`src/rtl/cca_pkg.sv`:
```
package cca_pkg;

    typedef struct packed {
        logic rsv;
        logic ecom;
        logic capp;
        logic capn;
        logic mat;
        logic tog;
        logic pwm;
        logic eccf;
    } mode_t;

    typedef enum logic [1:0] {
        SRC_SLOW = 2'd0,
        SRC_FAST = 2'd1,
        SRC_T0   = 2'd2,
        SRC_EXT  = 2'd3
    } src_t;

    localparam int A_CTRL  = 0;
    localparam int A_FLAGS = 1;
    localparam int A_CNTL  = 2;
    localparam int A_CNTH  = 3;
    localparam int A_MODE  = 8;
    localparam int A_CMPL  = 16;
    localparam int A_CMPH  = 24;

    localparam int C_RUN   = 0;
    localparam int C_IDLE  = 3;
    localparam int C_OVFIE = 4;

endpackage

```
`src/rtl/cca_tick.sv`:
```
module cca_tick
    import cca_pkg::*;
#(
    parameter int SLOW_DIV = 6,
    parameter int FAST_DIV = 2
) (
    input  logic clk,
    input  logic rst_n,
    input  src_t sel,
    input  logic t0_ovf,
    input  logic eci,
    output logic tick
);
    localparam int SW = $clog2(SLOW_DIV);
    localparam int FW = $clog2(FAST_DIV);

    typedef struct packed {
        logic [SW-1:0] slow;
        logic [FW-1:0] fast;
        logic          eci;
    } tk_t;

    tk_t q, d;

    always_comb begin
        d      = q;
        d.slow = (q.slow == SW'(SLOW_DIV - 1)) ? '0 : q.slow + 1'b1;
        d.fast = (q.fast == FW'(FAST_DIV - 1)) ? '0 : q.fast + 1'b1;
        d.eci  = eci;
        case (sel)
            SRC_SLOW: tick = (q.slow == SW'(SLOW_DIV - 1));
            SRC_FAST: tick = (q.fast == FW'(FAST_DIV - 1));
            SRC_T0:   tick = t0_ovf;
            default:  tick = eci & ~q.eci;
        endcase
    end

    always_ff @(posedge clk or negedge rst_n) begin
        if (!rst_n) q <= '0;
        else        q <= d;
    end


    fast_gap_chk: assert property (@(posedge clk) disable iff (!rst_n)
        (sel == SRC_FAST && $past(sel == SRC_FAST && tick)) |-> !tick);

endmodule

```
`src/rtl/cca_channel.sv`:
```
module cca_channel
    import cca_pkg::*;
#(
    parameter int DATA_W = 8
) (
    input  logic                clk,
    input  logic                rst_n,
    input  logic                step,
    input  logic [2*DATA_W-1:0] cnt,
    input  logic                mode_we,
    input  logic                lo_we,
    input  logic                hi_we,
    input  logic                flag_we,
    input  logic                flag_wbit,
    input  logic [DATA_W-1:0]   wdata,
    input  logic                pin_in,
    output logic [7:0]          mode_o,
    output logic [2*DATA_W-1:0] cmp_o,
    output logic                flag_o,
    output logic                pin_out,
    output logic                req
);
    localparam int CNT_W = 2 * DATA_W;

    typedef struct packed {
        mode_t            mode;
        logic [CNT_W-1:0] cmp;
        logic             flag;
        logic             tog;
        logic             pin;
    } ch_t;

    ch_t  q, d;
    logic rise, fall, capture, match, wrap;

    always_comb begin
        rise    = pin_in & ~q.pin;
        fall    = ~pin_in & q.pin;
        capture = (q.mode.capp & rise) | (q.mode.capn & fall);
        match   = step & q.mode.ecom & q.mode.mat & (cnt == q.cmp);
        wrap    = step & q.mode.pwm & (cnt[DATA_W-1:0] == '1);

        d     = q;
        d.pin = pin_in;
        if (capture)   d.cmp = cnt;
        else if (wrap) d.cmp[DATA_W-1:0] = q.cmp[CNT_W-1:DATA_W];
        if (lo_we) begin
            d.cmp[DATA_W-1:0] = wdata;
            d.mode.ecom       = 1'b0;
        end
        if (hi_we) begin
            d.cmp[CNT_W-1:DATA_W] = wdata;
            d.mode.ecom           = 1'b1;
        end
        if (mode_we) begin
            d.mode     = mode_t'(wdata[7:0]);
            d.mode.rsv = 1'b0;
        end
        if (match & q.mode.tog) d.tog = ~q.tog;
        d.flag = flag_we ? flag_wbit : q.flag;
        if (match | capture) d.flag = 1'b1;
    end

    always_ff @(posedge clk or negedge rst_n) begin
        if (!rst_n) q <= '0;
        else        q <= d;
    end

    assign mode_o  = q.mode;
    assign cmp_o   = q.cmp;
    assign flag_o  = q.flag;
    assign req     = q.flag & q.mode.eccf;
    assign pin_out = (q.mode.ecom & q.mode.pwm)
                   ? (cnt[DATA_W-1:0] >= q.cmp[DATA_W-1:0]) : q.tog;


    arm_chk: assert property (@(posedge clk) disable iff (!rst_n)
        hi_we |=> mode_o[6]);

    disarm_chk: assert property (@(posedge clk) disable iff (!rst_n)
        (lo_we && !hi_we && !mode_we) |=> !mode_o[6]);

    capture_chk: assert property (@(posedge clk) disable iff (!rst_n)
        (capture && !lo_we && !hi_we) |=> (cmp_o == $past(cnt) && flag_o));

    match_flag_chk: assert property (@(posedge clk) disable iff (!rst_n)
        match |=> flag_o);

endmodule

```
`src/rtl/ctr_compare_array.sv`:
```
module ctr_compare_array
    import cca_pkg::*;
#(
    parameter int NUM_CH   = 5,
    parameter int DATA_W   = 8,
    parameter int ADDR_W   = 5,
    parameter int SLOW_DIV = 6,
    parameter int FAST_DIV = 2
) (
    input  logic              clk,
    input  logic              rst_n,
    input  logic              reg_we,
    input  logic [ADDR_W-1:0] reg_addr,
    input  logic [DATA_W-1:0] reg_wdata,
    output logic [DATA_W-1:0] reg_rdata,
    input  logic              idle,
    input  logic              t0_ovf,
    input  logic              eci,
    input  logic [NUM_CH-1:0] cex_in,
    output logic [NUM_CH-1:0] cex_out,
    output logic              irq
);
    localparam int CNT_W = 2 * DATA_W;

    typedef struct packed {
        logic [DATA_W-1:0] ctrl;
        logic [CNT_W-1:0]  cnt;
        logic              ovf;
    } top_t;

    top_t q, d;
    logic raw_tick, step, cnt_we;
    logic [NUM_CH-1:0] flags, reqs;
    logic [7:0]        modes [NUM_CH];
    logic [CNT_W-1:0]  cmps  [NUM_CH];

    cca_tick #(.SLOW_DIV(SLOW_DIV), .FAST_DIV(FAST_DIV)) i_tick (
        .clk(clk), .rst_n(rst_n), .sel(src_t'(q.ctrl[2:1])),
        .t0_ovf(t0_ovf), .eci(eci), .tick(raw_tick)
    );

    assign step   = raw_tick & q.ctrl[C_RUN] & ~(idle & q.ctrl[C_IDLE]);
    assign cnt_we = reg_we & (reg_addr == ADDR_W'(A_CNTL) || reg_addr == ADDR_W'(A_CNTH));

    generate
        for (genvar i = 0; i < NUM_CH; i++) begin : g_ch
            cca_channel #(.DATA_W(DATA_W)) i_ch (
                .clk(clk), .rst_n(rst_n), .step(step), .cnt(q.cnt),
                .mode_we(reg_we && reg_addr == ADDR_W'(A_MODE + i)),
                .lo_we  (reg_we && reg_addr == ADDR_W'(A_CMPL + i)),
                .hi_we  (reg_we && reg_addr == ADDR_W'(A_CMPH + i)),
                .flag_we(reg_we && reg_addr == ADDR_W'(A_FLAGS)),
                .flag_wbit(reg_wdata[i]), .wdata(reg_wdata),
                .pin_in(cex_in[i]), .mode_o(modes[i]), .cmp_o(cmps[i]),
                .flag_o(flags[i]), .pin_out(cex_out[i]), .req(reqs[i])
            );
        end
    endgenerate

    always_comb begin
        d = q;
        if (step) d.cnt = q.cnt + 1'b1;
        if (reg_we) begin
            if (reg_addr == ADDR_W'(A_CTRL))  d.ctrl = {3'b000, reg_wdata[4:0]};
            if (reg_addr == ADDR_W'(A_CNTL))  d.cnt[DATA_W-1:0] = reg_wdata;
            if (reg_addr == ADDR_W'(A_CNTH))  d.cnt[CNT_W-1:DATA_W] = reg_wdata;
            if (reg_addr == ADDR_W'(A_FLAGS)) d.ovf = reg_wdata[DATA_W-1];
        end
        if (step && q.cnt == '1) d.ovf = 1'b1;
    end

    always_ff @(posedge clk or negedge rst_n) begin
        if (!rst_n) q <= '0;
        else        q <= d;
    end

    always_comb begin
        reg_rdata = '0;
        if (reg_addr == ADDR_W'(A_CTRL)) reg_rdata = q.ctrl;
        if (reg_addr == ADDR_W'(A_FLAGS)) begin
            reg_rdata[NUM_CH-1:0] = flags;
            reg_rdata[DATA_W-1]   = q.ovf;
        end
        if (reg_addr == ADDR_W'(A_CNTL)) reg_rdata = q.cnt[DATA_W-1:0];
        if (reg_addr == ADDR_W'(A_CNTH)) reg_rdata = q.cnt[CNT_W-1:DATA_W];
        for (int i = 0; i < NUM_CH; i++) begin
            if (reg_addr == ADDR_W'(A_MODE + i)) reg_rdata = modes[i];
            if (reg_addr == ADDR_W'(A_CMPL + i)) reg_rdata = cmps[i][DATA_W-1:0];
            if (reg_addr == ADDR_W'(A_CMPH + i)) reg_rdata = cmps[i][CNT_W-1:DATA_W];
        end
    end

    assign irq = (q.ovf & q.ctrl[C_OVFIE]) | (|reqs);


    idle_hold_chk: assert property (@(posedge clk) disable iff (!rst_n)
        (idle && q.ctrl[C_IDLE] && !cnt_we) |=> $stable(q.cnt));

    wrap_flag_chk: assert property (@(posedge clk) disable iff (!rst_n)
        (step && q.cnt == '1 && !cnt_we) |=> (q.ovf && q.cnt == '0));

    run_hold_chk: assert property (@(posedge clk) disable iff (!rst_n)
        (!q.ctrl[C_RUN] && !cnt_we) |=> $stable(q.cnt));

endmodule

```
`config.mk`:
```
export PLATFORM = sky130hd
export DESIGN_NAME = ctr_compare_array
export DESIGN_NICKNAME = d
export VERILOG_FILES = /design/src/rtl/cca_pkg.sv /design/src/rtl/cca_tick.sv /design/src/rtl/cca_channel.sv /design/src/rtl/ctr_compare_array.sv
export SDC_FILE = /design/constraint.sdc
export NUM_CORES = 1
export LEC_CHECK = 0
export ABC_AREA = 1
export BUFFER_PORTS_ARGS = -buffer_cell sky130_fd_sc_hd__clkbuf_2
export CORE_MARGIN = 2
export CORE_UTILIZATION = 47
export CTS_CLUSTER_SIZE = 8
export DETAILED_ROUTE_END_ITERATION = 10
export HOLD_SLACK_MARGIN = 0.02
export SYNTH_ARGS = -nofsm -noshare
export SYNTH_HDL_FRONTEND = slang
export SYNTH_HIERARCHICAL = 1
export SYNTH_SLANG_ARGS = --single-unit
```
`constraint.sdc`:
```
create_clock -name clk -period 2.5 [get_ports clk]
set_clock_uncertainty 0.1 [all_clocks]
set_input_delay 0.5 -clock clk [delete_from_list [all_inputs] [get_ports clk]]
set_output_delay 0.5 -clock clk [all_outputs]
set_load 0.02 [all_outputs]
```
# [Word level (Yosys, flattened, before mapping)]
# Cells that the tools add are included.
# Widths: inputs -> output; s select.
[totals] register_bits=157 in_bits=24 out_inout_bits=14 word_cells=323
[classes] add_sub_neg=3 n_lt_le_gt_ge=5 n_eq_ne=28 mux=84 bitwise=93 reduce_logical=44
[ops] operator="$mux 8" n=44
[ops] operator="$eq 16x16->1" n=5
[ops] operator="$and 1x1->1" n=65
[ops] operator="$eq 5x5->1 const B" n=10
[ops] operator="$ge 8x8->1" n=5
[ops] operator="$mux 7" n=5
[ops] operator="$reduce_bool 3->1" n=10
[ops] operator="$mux 1" n=29
[ops] operator="$eq 5x4->1 const B" n=5
[ops] operator="$reduce_bool 2->1" n=12
[ops] operator="$logic_and 1x1->1" n=17
[ops] operator="$mux 17" n=1
[ops] operator="$not 1->1" n=17
[ops] operator="$add 16x1->16 const B" n=1
[ops] operator="$eq 16x16->1 const B" n=1
[ops] operator="$mux 16" n=1
[ops] operator="$or 1x1->1" n=11
[ops] operator="$eq 5x2->1 const B" n=2
[ops] operator="$mux 5" n=2
[ops] operator="$eq 8x8->1 const B" n=1
[ops] operator="$eq 5x1->1 const B" n=1
[ops] operator="$logic_not 5->1" n=1
[ops] operator="$reduce_or 5->1" n=1
[ops] operator="$reduce_and 2->1" n=2
[ops] operator="8 further kinds" n=8

# [Longest topological paths before layout]
# Gate-level depths: netlist of the first run.
[depth] depth_word=20 mapped_depth=20 depth_no_buf=20

# [Modules after synthesis]
# Netlist of the first run, hierarchy kept.
[by_module_without_submodules] module="cca_channel" n_inst=5 cells_per_inst=269 area_per_inst_um2=1941.9 seq_area_each_um2=650.6
[by_module_without_submodules] module="ctr_compare_array" n_inst=1 cells_per_inst=480 area_per_inst_um2=2716.4 seq_area_each_um2=550.5
[by_module_without_submodules] module="cca_tick" n_inst=1 cells_per_inst=25 area_per_inst_um2=210.2 seq_area_each_um2=125.1

# [Worst setup path after synthesis of the first run]
# OpenSTA, ideal clock, no wires.
[synth_path] path_kind="in2out" start="in reg_addr[3]" end="out reg_rdata[0]" t_arrival_ns=1.832 required_ns=1.900 path_slack_ns=0.068 stages=11 path_buffers=2 cell_sequence="nor2_1 buf_4 buf_4 nand2_1 nor2_4 inv_1 or2_1 nand2_1 nand4_1 nand2_1 nand4_1"
[synth_via] elab_chain_len=20 word_cells_on_any_way=38 cone_classes="eq/ne: 18; mux: 19; reduce/logical: 1"
[synth_rtl] element="start, declared" line="ctr_compare_array.sv:13" source="input logic [ADDR_W-1:0] reg_addr,"
[synth_rtl] element="$logic_not 5->1" line="ctr_compare_array.sv:79" source="if (reg_addr == ADDR_W'(A_CTRL)) reg_rdata = q.ctrl;"
[synth_rtl] element="$mux 5" line="ctr_compare_array.sv:79"
[synth_rtl] element="$mux 5" line="ctr_compare_array.sv:80" source="if (reg_addr == ADDR_W'(A_FLAGS)) begin"
[synth_rtl] element="$mux 8" line="ctr_compare_array.sv:84" source="if (reg_addr == ADDR_W'(A_CNTL)) reg_rdata = q.cnt[DATA_W-1:0];"
[synth_rtl] element="$mux 8" line="ctr_compare_array.sv:85" source="if (reg_addr == ADDR_W'(A_CNTH)) reg_rdata = q.cnt[CNT_W-1:DATA_W];"
[synth_rtl] element="$mux 8" line="ctr_compare_array.sv:87" source="if (reg_addr == ADDR_W'(A_MODE + i)) reg_rdata = modes[i];"
[synth_rtl] element="$mux 8" line="ctr_compare_array.sv:88" source="if (reg_addr == ADDR_W'(A_CMPL + i)) reg_rdata = cmps[i][DATA_W-1:0];"
[synth_rtl] element="$mux 8" line="ctr_compare_array.sv:89" source="if (reg_addr == ADDR_W'(A_CMPH + i)) reg_rdata = cmps[i][CNT_W-1:DATA_W];"
[synth_rtl] element="[4 not listed]"
[synth_rtl] element="$mux 8" line="ctr_compare_array.sv:88"
[synth_rtl] element="$mux 8" line="ctr_compare_array.sv:89"
[synth_rtl] element="$mux 8" line="ctr_compare_array.sv:87"
[synth_rtl] element="$mux 8" line="ctr_compare_array.sv:88"
[synth_rtl] element="$mux 8" line="ctr_compare_array.sv:89"
[synth_rtl] element="$mux 8" line="ctr_compare_array.sv:87"
[synth_rtl] element="$mux 8" line="ctr_compare_array.sv:88"
[synth_rtl] element="$mux 8 (*)" line="ctr_compare_array.sv:89"
[synth_rtl] element="end, declared" line="ctr_compare_array.sv:15" source="output logic [DATA_W-1:0] reg_rdata,"
# Every way passes the cells marked *; elsewhere a longest branch is shown, timed or not.

# [Final worst setup path of the first run]
[layout_path] start="in reg_addr[4]" end="out reg_rdata[1]"
# The elaborated chain is that of the path after synthesis.

==> results.py, run 1 <==
metrics = {
    "routing": {
        "via_per_inst": 5.47,
        "via_count": 12595,
        "drcViolationCount": 0,
        "drtIter0Drc": 1195,
        "postRouteAntennaNets": 0,
        "wl_per_cell_um": 19.7,
        "dr.pass1.iters": 7,
        "wl_mm": 45.5,
    },
    "critical_path": {
        "cp.required_ns": 1.90,
        "cp_max_fo": 10,
        "crit_chain": "clkbuf_4, inv_6, buf_8, nor2_4, buf_4, a21oi_1, nand4_1, nand2_1, nand4_1, nand2_1, nand4_1, nand2_1, nand3_2, buf_8",
        "slowest_delay_ns": 0.16,
        "critPathSlowestCell": "clkbuf_4",
        "crit_type": "in2out",
        "critPathLaunchType": "input port",
        "end_kind": "primary output",
        "worstPathArrival_ns": 2.21,
    },
    "clock_network": {
        "cts_made_buffers": 17,
        "clkTransAtPathRegs_ns": 0.06,
        "worstSkewPairLatency_ns": 0.44,
        "numClockSinks": 157,
        "cts_buffer_depth": 2,
        "cts_htree_levels": 4,
        "tritoncts": "yes",
        "cts_root_buf": "clkbuf_16",
    },
    "outcome": {
        "status": "complete, but fails checks",
        "violations": "setup timing",
    },
    "pwr": {
        "max-vdd-ir-drop_v": 0.000487,
        "p_per_area_nw_per_um2": 974,
        "cellLeakagePower_nw": 7.70,
    },
    "placed_design": {
        "portBuffers": 37,
        "dp_slack_ns": -0.480,
        "hpwl_mm": 31.7,
        "gp_congestion": 0.962,
    },
    "layout": {
        "post-route-util_pct": 58.2,
        "final_cell_mix": "nand2_1, inv_1, buf_4",
        "synthToLayoutAreaGrowth_pct": 22.8,
        "drive_above_1_share_pct": 25.3,
        "nets": 2015,
        "final_common_cell": "nand2_1",
        "fill_cells": 2452,
        "n_antenna_cell": 0,
    },
    "sta": {
        "slew_headroom_pct": 57.7,
        "whs_ns": 0.0921,
        "max_slew.worst_pin.slew_ns": 0.634,
        "setup_slack_ns": -0.307,
        "finalHoldViolations": 0,
        "setup_viol": 17,
        "timing.final.crit_share_pct": 112,
        "setup_tns_ns": -2.98,
        "slew_viol_final": 0,
        "fin_crit_ns": 2.81,
        "rsz0062_at_grt": "true",
        "fmax_mhz": 356,
    },
    "yosys": {
        "synthDistinctLibCells": 42,
        "avgSynthCellArea_sq_um": 6.83,
        "synth_area_sq_um": 12600,
        "synth-seq-cells": 157,
        "yosys.area.top_type": "dfrtp_1",
        "async_flop_share_pct": 100,
        "synth_top_area_share_pct": 31.1,
        "synthCells": 1850,
        "ys_top_cells_by_area": "dfrtp_1, nand2_1, inv_1",
        "synth-edff-count": 0,
        "synth_fp_nets": 1915,
        "ys_seq_area_share_pct": 31.1,
        "ys.warnings.count": 6,
        "synthFlopType": "dfrtp_1",
    },
    "floorplanning": {
        "core_area_sq_um": 26700,
        "initial_core_util_pct": 47.4,
        "die_x_um": 168,
        "ios": 38,
        "die-area_sq_um": 28200,
        "rows": 60,
        "die_y_um": 168,
    },
    "min_path": {
        "hp-class": "in2reg",
    },
    "global_routing": {
        "grt_pass1_vias": 11749,
        "grt.total_usage_pct": 32.1,
        "antenna_found_initial": 0,
        "grt_max_degree": 47,
        "grt_pass1_wl_mm": 68.6,
        "grt-ovfl-total": 0,
    },
    "flow_run": {
        "max_cap_violations": 0,
    },
}
[what timing repair did]
item,4_1_cts,5_1_grt
endpoints found under the hold margin,42,0
setup buffers,58,29
endpoints found under the setup margin,19,29
cloned,2,0
pin swaps,48,87
hold buffers,1,0
gates resized for setup,148,165
[routing by layer]
layer	GRT usage (%)	up-vias	routed length [um]
li1	-	6010	-
met4	10.1	0	1280
met5	0	-	0
met2	50.9	501	20700
met3	6.06	88	3190
met1	44.4	5996	20300
[cell families (layout without fill, tap and decap cells)]
group	Yosys count	count (layout)	share of synthesized area, %
simple gates	961	961	34.8
buf+inv	463	576	18.1
compound gates	196	196	9.80
flops	157	157	31.1
fa+ha+maj	41	41	4.06
xor+xnor	20	20	1.39
mux	7	7	0.564
other cells	5	5	0.149
[Yosys cell counts (9+ instances only)]
library cell	count
nor2_4	15
inv_2	9
buf_4	122
nand3_1	163
nor2_1	146
nand2_1	515
xor2_1	14
buf_6	10
inv_1	292
dfrtp_1	157
nor3_1	10
buf_2	16
nor2_2	14
o211ai_1	36
o21ai_0	36
nand2_4	10
a21oi_1	64
o221ai_1	35
nand4_1	49
ha_1	41
[sequential cells by signal (all words and copies together), names as in the netlist]
register	count
g_ch.i_ch/cmp_o	80
g_ch.i_ch/flag_o	5
g_ch.i_ch/mode_o	35
g_ch.i_ch/q	10
i_tick/q	5
q	22
[final timing paths]
path / startpoint / endpoint / slack (ns) / depth (start not counted)
hold / removal: eci / i_tick/q[0]$_DFF_PN0_ / 0.09 / 1
max in group asynchronous: rst_n / g_ch[1].i_ch/cmp_o[11]$_DFFE_PN0P_ / 1.13 / 3
setup / recovery: reg_addr[4] / reg_rdata[1] / -0.31 / 14
setup reg to reg: q[18]$_DFFE_PN0P_ / q[15]$_DFF_PN0_ / -0.10 / 20
hold reg to reg: i_tick/q[1]$_DFF_PN0_ / i_tick/q[1]$_DFF_PN0_ / 0.32 / 1
min in group asynchronous: rst_n / g_ch[1].i_ch/cmp_o[2]$_DFFE_PN0P_ / 0.49 / 2
[cell type report]
class                      count  area [sq um]  share of cell area [%]
clock buffer                  19           453                    2.92
timing repair buffer         238          2120                    13.7
tap                          341           427                    2.75
clock inverter                13           153                   0.983
multi-input combinational   1230          7250                    46.7
sequential                   157          3940                    25.4
inverter                     306          1180                    7.59
[stage by stage]
step	std cells	total power, W	area (sq um)
floorplan	1850	0.00859	12600
global placement	2194	0.00973	13100
detailed placement	2194	0.00987	13100
CTS	2286	0.0140	14900
global route	2304	0.0161	15500
finish	2304	0.0151	15500
[worst max-delay path: cells and delay by family]
kind / cells / cell delay [ns]
compound gates: 1 / 0.13
buf+inv: 5 / 0.72
simple gates: 8 / 0.85
[power breakdown]
group / internal [W] / total, W / switching, W
registers: 0.00335 / 0.00439 / 0.00104
logic: 0.00341 / 0.00799 / 0.00458
clock network: 0.00154 / 0.00274 / 0.00119
total: 0.00830 / 0.0151 / 0.00681
No activity file was read; power rests on OpenSTA's default activity.
==> run 2: changes to the inputs <==
--- a/config.mk
+++ b/config.mk
@@ -6,7 +6,7 @@
 export NUM_CORES = 1
 export LEC_CHECK = 0
 export ABC_AREA = 1
-export BUFFER_PORTS_ARGS = -buffer_cell sky130_fd_sc_hd__clkbuf_2
+export BUFFER_PORTS_ARGS = -buffer_cell sky130_fd_sc_hd__buf_2
 export CORE_MARGIN = 2
 export CORE_UTILIZATION = 47
 export CTS_CLUSTER_SIZE = 8
@@ -16,3 +16,4 @@
 export SYNTH_HDL_FRONTEND = slang
 export SYNTH_HIERARCHICAL = 1
 export SYNTH_SLANG_ARGS = --single-unit
+export TNS_END_PERCENT = 20
==> run 2 against run 1 <==
Compared with the run above: the run still ends with setup timing left; non-clock buffer count fell by 30; register-to-register slack better by 0.10 ns; critical path depth unchanged; first-iteration DRC count is 21% higher; sequential power is 0.9% higher; total power decreased by 4.6%; worst hold slack lost 0.012 ns; fmax up 1.2%; sequential cell count stayed put; count of clock-buffer cells in the layout grew 1; combinational power shrank 6.4%; via count decreased by 0.27%; critical path type unchanged.
==> results.py, run 2 (synthesis gave the netlist of run 1 again) <==
metrics = {
    "layout": {
        "nets": 1985,
        "final_cell_mix": "nand2_1, inv_1, nand3_1",
        "fill_cells": 2514,
        "synthToLayoutAreaGrowth_pct": 19.1,
        "drive_above_1_share_pct": 22.7,
        "largest_reg_flops": 80,
        "stdcell_count": 2273,
        "n_antenna_cell": 0,
        "final_common_cell": "nand2_1",
        "postLayoutCellArea_sq_um": 15100,
    },
    "global_routing": {
        "grt_use_met3_pct": 4.80,
        "grt_max_degree": 50,
        "grt_busiest_layer": "met2",
        "use_met2_pct": 47.7,
        "grt_pass1_vias": 11354,
        "antenna_found_initial": 0,
        "grt.total_usage_pct": 31.3,
        "met1_usage_pct": 44.8,
        "grt-ovfl-total": 0,
        "grt_pass1_wl_mm": 66.7,
    },
    "sta": {
        "setup_tns_ns": -2.75,
        "fmax_mhz": 361,
        "finalHoldViolations": 0,
        "slew_viol_final": 0,
        "slew_headroom_pct": 64.6,
        "timing.final.crit_share_pct": 111,
        "setup_viol": 13,
        "setup_slack_ns": -0.273,
        "max_slew.worst_pin.slew_ns": 0.532,
        "fin_crit_ns": 2.77,
        "rsz0062_at_grt": "true",
    },
    "floorplanning": {
        "ios": 38,
        "rows": 60,
        "die_x_um": 168,
        "die-area_sq_um": 28200,
        "core_area_sq_um": 26700,
        "die_y_um": 168,
        "initial_core_util_pct": 47.4,
    },
    "placed_design": {
        "gp_congestion": 0.949,
        "hpwl_mm": 31.6,
        "post_dp_cell_area_sq_um": 13100,
        "dp_cells": 2186,
        "portBuffers": 37,
    },
    "clock_network": {
        "tritoncts": "yes",
        "cts_buffer_depth": 2,
        "numClockSinks": 157,
        "clkTransAtPathRegs_ns": 0.07,
        "cts_htree_levels": 4,
        "worstSkewPairLatency_ns": 0.44,
        "cts_made_buffers": 17,
        "cts_root_buf": "clkbuf_16",
    },
    "pwr": {
        "power.total_w": 0.0144,
        "p_per_area_nw_per_um2": 958,
        "cellLeakagePower_nw": 7.47,
        "max-vdd-ir-drop_v": 0.000471,
    },
    "critical_path": {
        "critPathTopFamily": "simple AND/OR/NAND/NOR gates",
        "crit_type": "in2out",
        "crit_buf_inv": 4,
        "reg2regPathDepth": 20,
        "critPathLaunchType": "input port",
        "end_kind": "primary output",
        "critPathSlowestCell": "or2_0",
        "worstPathArrival_ns": 2.17,
        "cpMostUsedCell": "nand2_1",
        "cp_max_fo": 7,
        "crit_chain": "buf_8, nor2_4, buf_12, nand2_2, nor2_4, inv_2, or2_0, nand2_1, nand3_1, nand2_1, nand4_1, nand2_1, nand4_1, buf_6",
        "slowest_delay_ns": 0.22,
        "path_depth": 14,
        "cp.required_ns": 1.90,
    },
    "min_path": {
        "hp-class": "in2reg",
        "min_path_cells": 1,
    },
    "routing": {
        "drcViolationCount": 0,
        "postRouteAntennaNets": 0,
        "wl_per_cell_um": 20.3,
        "dr.pass1.iters": 6,
        "drtIter0Drc": 1446,
        "wl_mm": 46.1,
        "via_count": 12561,
        "via_per_inst": 5.53,
    },
    "flow_run": {
        "max_cap_violations": 0,
    },
    "outcome": {
        "status": "complete, but fails checks",
        "violations": "setup timing",
    },
}
## run 2: layout make-up
type / count / area (sq um) / share of cell area (%)
multi-input combinational: 1230 / 7040 / 46.8
clock buffer: 20 / 437 / 2.90
inverter: 306 / 1160 / 7.68
clock inverter: 11 / 97.6 / 0.648
tap: 341 / 427 / 2.83
timing repair buffer: 208 / 1960 / 13.0
sequential: 157 / 3940 / 26.2
## run 2: path summary, 6_finish.rpt
path	start	endpoint	slack [ns]
setup / recovery	reg_addr[3]	reg_rdata[0]	-0.27
setup reg to reg	q[18]$_DFFE_PN0P_	q[15]$_DFF_PN0_	0
hold reg to reg	i_tick/q[1]$_DFF_PN0_	i_tick/q[1]$_DFF_PN0_	0.32
min in group asynchronous	rst_n	g_ch[1].i_ch/cmp_o[7]$_DFFE_PN0P_	0.48
hold / removal	eci	i_tick/q[0]$_DFF_PN0_	0.08
max in group asynchronous	rst_n	q[19]$_DFFE_PN0P_	1.15
## run 2: power by group
part | internal (W) | switching, W | total, W
Clock | 0.00136 | 0.00116 | 0.00252
Sequential | 0.00335 | 0.00107 | 0.00443
Combinational | 0.00311 | 0.00437 | 0.00748
## run 2: layer usage
metal,share of wire (%),vias to the layer above
met4,3.1,0
met3,9.1,85
met5,0,-
met1,44,5930
met2,44,594
li1,-,5952
## run 2: worst reg2reg max path: stages, from the launching register on
cell and delay [ns]:
dfrtp_2 0.41, buf_4 0.17, nor2_1 0.09, nand2_1 0.06
nand2_1 0.05, nand2_1 0.07, inv_2 0.13, nand3_4 0.12
inv_2 0.09, nand2_2 0.07, nor2_4 0.09, nand2_2 0.08
nor2_4 0.09, nand2_2 0.08, nor3_4 0.18, nand2_2 0.11
nor2_4 0.11, xnor2_1 0.12, nand2_1 0.06, o21ai_1 0.08
inv_1 0.05
## run 2: stage by stage
stage                     hold WS, ns  setup WS [ns]  util (%)
final                          0.0804         -0.273      56.5
after global placement          0.311         -0.446      49.2
after detailed placement        0.309         -0.483      49.2
after floorplan                 0.104         0.0678         -
after global routing           0.0757         -0.408      56.5
after CTS                      0.0687         -0.327      52.1
## run 2: timing repair
item	in CTS	in global routing
endpoints found under the setup margin	18	61
hold buffers	1	0
setup buffers	4	45
resized for setup	57	156
pin swaps	10	65
gates cloned	1	7
hold endpoints to repair	37	0
==> run 3: changes to the inputs <==
--- a/config.mk
+++ b/config.mk
@@ -8,10 +8,10 @@
 export ABC_AREA = 1
 export BUFFER_PORTS_ARGS = -buffer_cell sky130_fd_sc_hd__buf_2
 export CORE_MARGIN = 2
-export CORE_UTILIZATION = 47
+export CORE_UTILIZATION = 49
 export CTS_CLUSTER_SIZE = 8
 export DETAILED_ROUTE_END_ITERATION = 10
-export HOLD_SLACK_MARGIN = 0.02
+export PLACE_DENSITY = 0.65
 export SYNTH_ARGS = -nofsm -noshare
 export SYNTH_HDL_FRONTEND = slang
 export SYNTH_HIERARCHICAL = 1
==> run 3 against run 2 <==
Compared with the run above: the flow still finishes with violations (setup timing); first-iteration DRC count shrank 12%; utilization is 0.43 points lower; sequential share of layout area is 1.6 points higher; sequential power is 1% lower; critical path type unchanged; critical endpoint is now reg_rdata[1]; highest routed layer unchanged.
==> results.py, run 3 (synthesis gave the netlist of run 1 again) <==
metrics = {
    "critical_path": {
        "r2r_start": "q[18]$_DFFE_PN0P_",
        "critPathSlowestCell": "nor2_4",
        "crit_chain": "buf_8, nor2_4, buf_6, nand2_4, nor2_4, inv_2, or2_0, nand2_1, nand4_1, nand2_2, nand4_1, nand2_1, nand3_2, buf_6",
        "crit_start": "reg_addr[3]",
        "rr_endpoint": "q[15]$_DFF_PN0_",
        "reg2regPathDepth": 20,
        "slowest_delay_ns": 0.24,
        "worstPathArrival_ns": 2.21,
        "end_kind": "primary output",
        "regToRegSetupSlack_ns": 0.04,
        "cp_max_fo": 7,
        "crit_type": "in2out",
        "critPathLaunchType": "input port",
        "cp.required_ns": 1.90,
        "critPathTopFamily": "simple AND/OR/NAND/NOR gates",
        "crit_buf_inv": 4,
    },
    "placed_design": {
        "dp_slack_ns": -0.504,
        "portBuffers": 37,
        "gp_congestion": 0.992,
        "post_dp_cell_area_sq_um": 13100,
        "hpwl_mm": 31.2,
    },
    "global_routing": {
        "antenna_found_initial": 0,
        "grt_pass1_wl_mm": 65.9,
        "grt.total_usage_pct": 32.9,
        "grt_max_degree": 42,
        "grt_pass1_vias": 11222,
        "grt-ovfl-total": 0,
    },
    "sta": {
        "finalHoldViolations": 0,
        "slew_viol_final": 0,
        "setup_slack_ns": -0.306,
        "timing.final.crit_share_pct": 112,
        "fmax_mhz": 356,
        "max_slew.worst_pin.slew_ns": 0.551,
        "setup_viol": 13,
        "slew_headroom_pct": 63.2,
        "setup_tns_ns": -2.60,
        "fin_crit_ns": 2.81,
        "rsz0062_at_grt": "true",
    },
    "routing": {
        "via_per_inst": 5.50,
        "drcViolationCount": 0,
        "dr.pass1.iters": 6,
        "wl_mm": 43.2,
        "drtIter0Drc": 1275,
        "via_count": 12223,
        "wl_per_cell_um": 19.4,
        "postRouteAntennaNets": 0,
    },
    "min_path": {
        "hold_path_end": "i_tick/q[0]$_DFF_PN0_",
        "min_path_cells": 1,
        "hp-start": "eci",
        "hp-class": "in2reg",
    },
    "clock_network": {
        "tritoncts": "yes",
        "clkTransAtPathRegs_ns": 0.06,
        "cts_buffer_depth": 2,
        "worstSkewPairLatency_ns": 0.44,
        "cts_made_buffers": 17,
        "cts_htree_levels": 4,
        "numClockSinks": 157,
        "cts_root_buf": "clkbuf_16",
    },
    "layout": {
        "drive_above_1_share_pct": 17.1,
        "final_common_cell": "nand2_1",
        "final_cell_mix": "nand2_1, inv_1, dfrtp_1",
        "nets": 1946,
        "synthToLayoutAreaGrowth_pct": 12.0,
        "largest_reg_flops": 80,
        "n_antenna_cell": 0,
        "postLayoutCellArea_sq_um": 14200,
    },
    "floorplanning": {
        "rows": 58,
        "die_y_um": 165,
        "die-area_sq_um": 27100,
        "initial_core_util_pct": 50.0,
        "die_x_um": 165,
        "ios": 38,
        "core_area_sq_um": 25300,
    },
    "flow_run": {
        "max_cap_violations": 0,
    },
    "pwr": {
        "cellLeakagePower_nw": 7.23,
        "max-vdd-ir-drop_v": 0.000399,
        "p_per_area_nw_per_um2": 920,
        "power.total_w": 0.0130,
    },
    "outcome": {
        "status": "complete, but fails checks",
        "violations": "setup timing",
    },
}
[run 3: per-layer routing]
| metal | global-route usage, % | routed length, um | vias up |
|---|---|---|---|
| met5 | 0 | 0 | - |
| met4 | 14.9 | 1940 | 0 |
| met3 | 6.20 | 4020 | 90 |
| met2 | 48.7 | 18600 | 543 |
| met1 | 46.5 | 18600 | 5718 |
| li1 | - | - | 5872 |
[run 3: power by group]
part,total (W),switching [W],internal [W]
clock network,0.00271,0.00114,0.00157
registers,0.00437,0.00102,0.00335
logic,0.00594,0.00373,0.00221
total,0.0130,0.00590,0.00713
[run 3: layout make-up]
type / instances / area, sq um
clock buffer: 21 / 480
fill: 2416 / 11100
multi-input combinational: 1230 / 6620
timing repair buffer: 169 / 1450
tap: 330 / 413
clock inverter: 10 / 114
inverter: 306 / 1160
sequential: 157 / 3930
[run 3: worst max-delay path by stage]
stage,slack (ns),end,cells past startpoint
2_1_floorplan,0.07,reg_rdata[0],11
3_3_place_gp,-0.46,reg_rdata[6],16
3_5_place_dp,-0.50,reg_rdata[5],16
4_1_cts,-0.26,reg_rdata[0],15
5_1_grt,-0.40,reg_rdata[1],14
6_report,-0.31,reg_rdata[1],14
[run 3: timing repair]
action                                 4_1_cts  5_1_grt
setup endpoints to repair                   13       23
buffers inserted                             8        6
pin swaps                                   17       30
resized for setup                           71       36
endpoints found under the hold margin       37        0
hold buffers                                 1        0
[run 3: through the flow]
stage	hold WS [ns]	std cells	utilization (%)
floorplan	0.104	1850	-
global placement	0.308	2178	51.9
detailed placement	0.323	2178	51.9
CTS	0.0752	2218	55.5
global route	0.0792	2223	56.1
finish	0.0868	2223	56.1
[run 3: worst reg2reg max path: stages (launching register included)]
cell and delay [ns]:
dfrtp_1 0.37, buf_4 0.15, nor2_1 0.08, nand2_1 0.06
nand2_1 0.05, nand2_1 0.06, inv_2 0.12, nand3_4 0.11
inv_2 0.08, nand2_2 0.07, nor2_4 0.10, nand2_2 0.08
nor2_4 0.10, nand2_2 0.08, nor3_4 0.19, nand2_2 0.12
nor2_4 0.11, xnor2_1 0.12, nand2_1 0.06, o21ai_1 0.08
inv_1 0.06
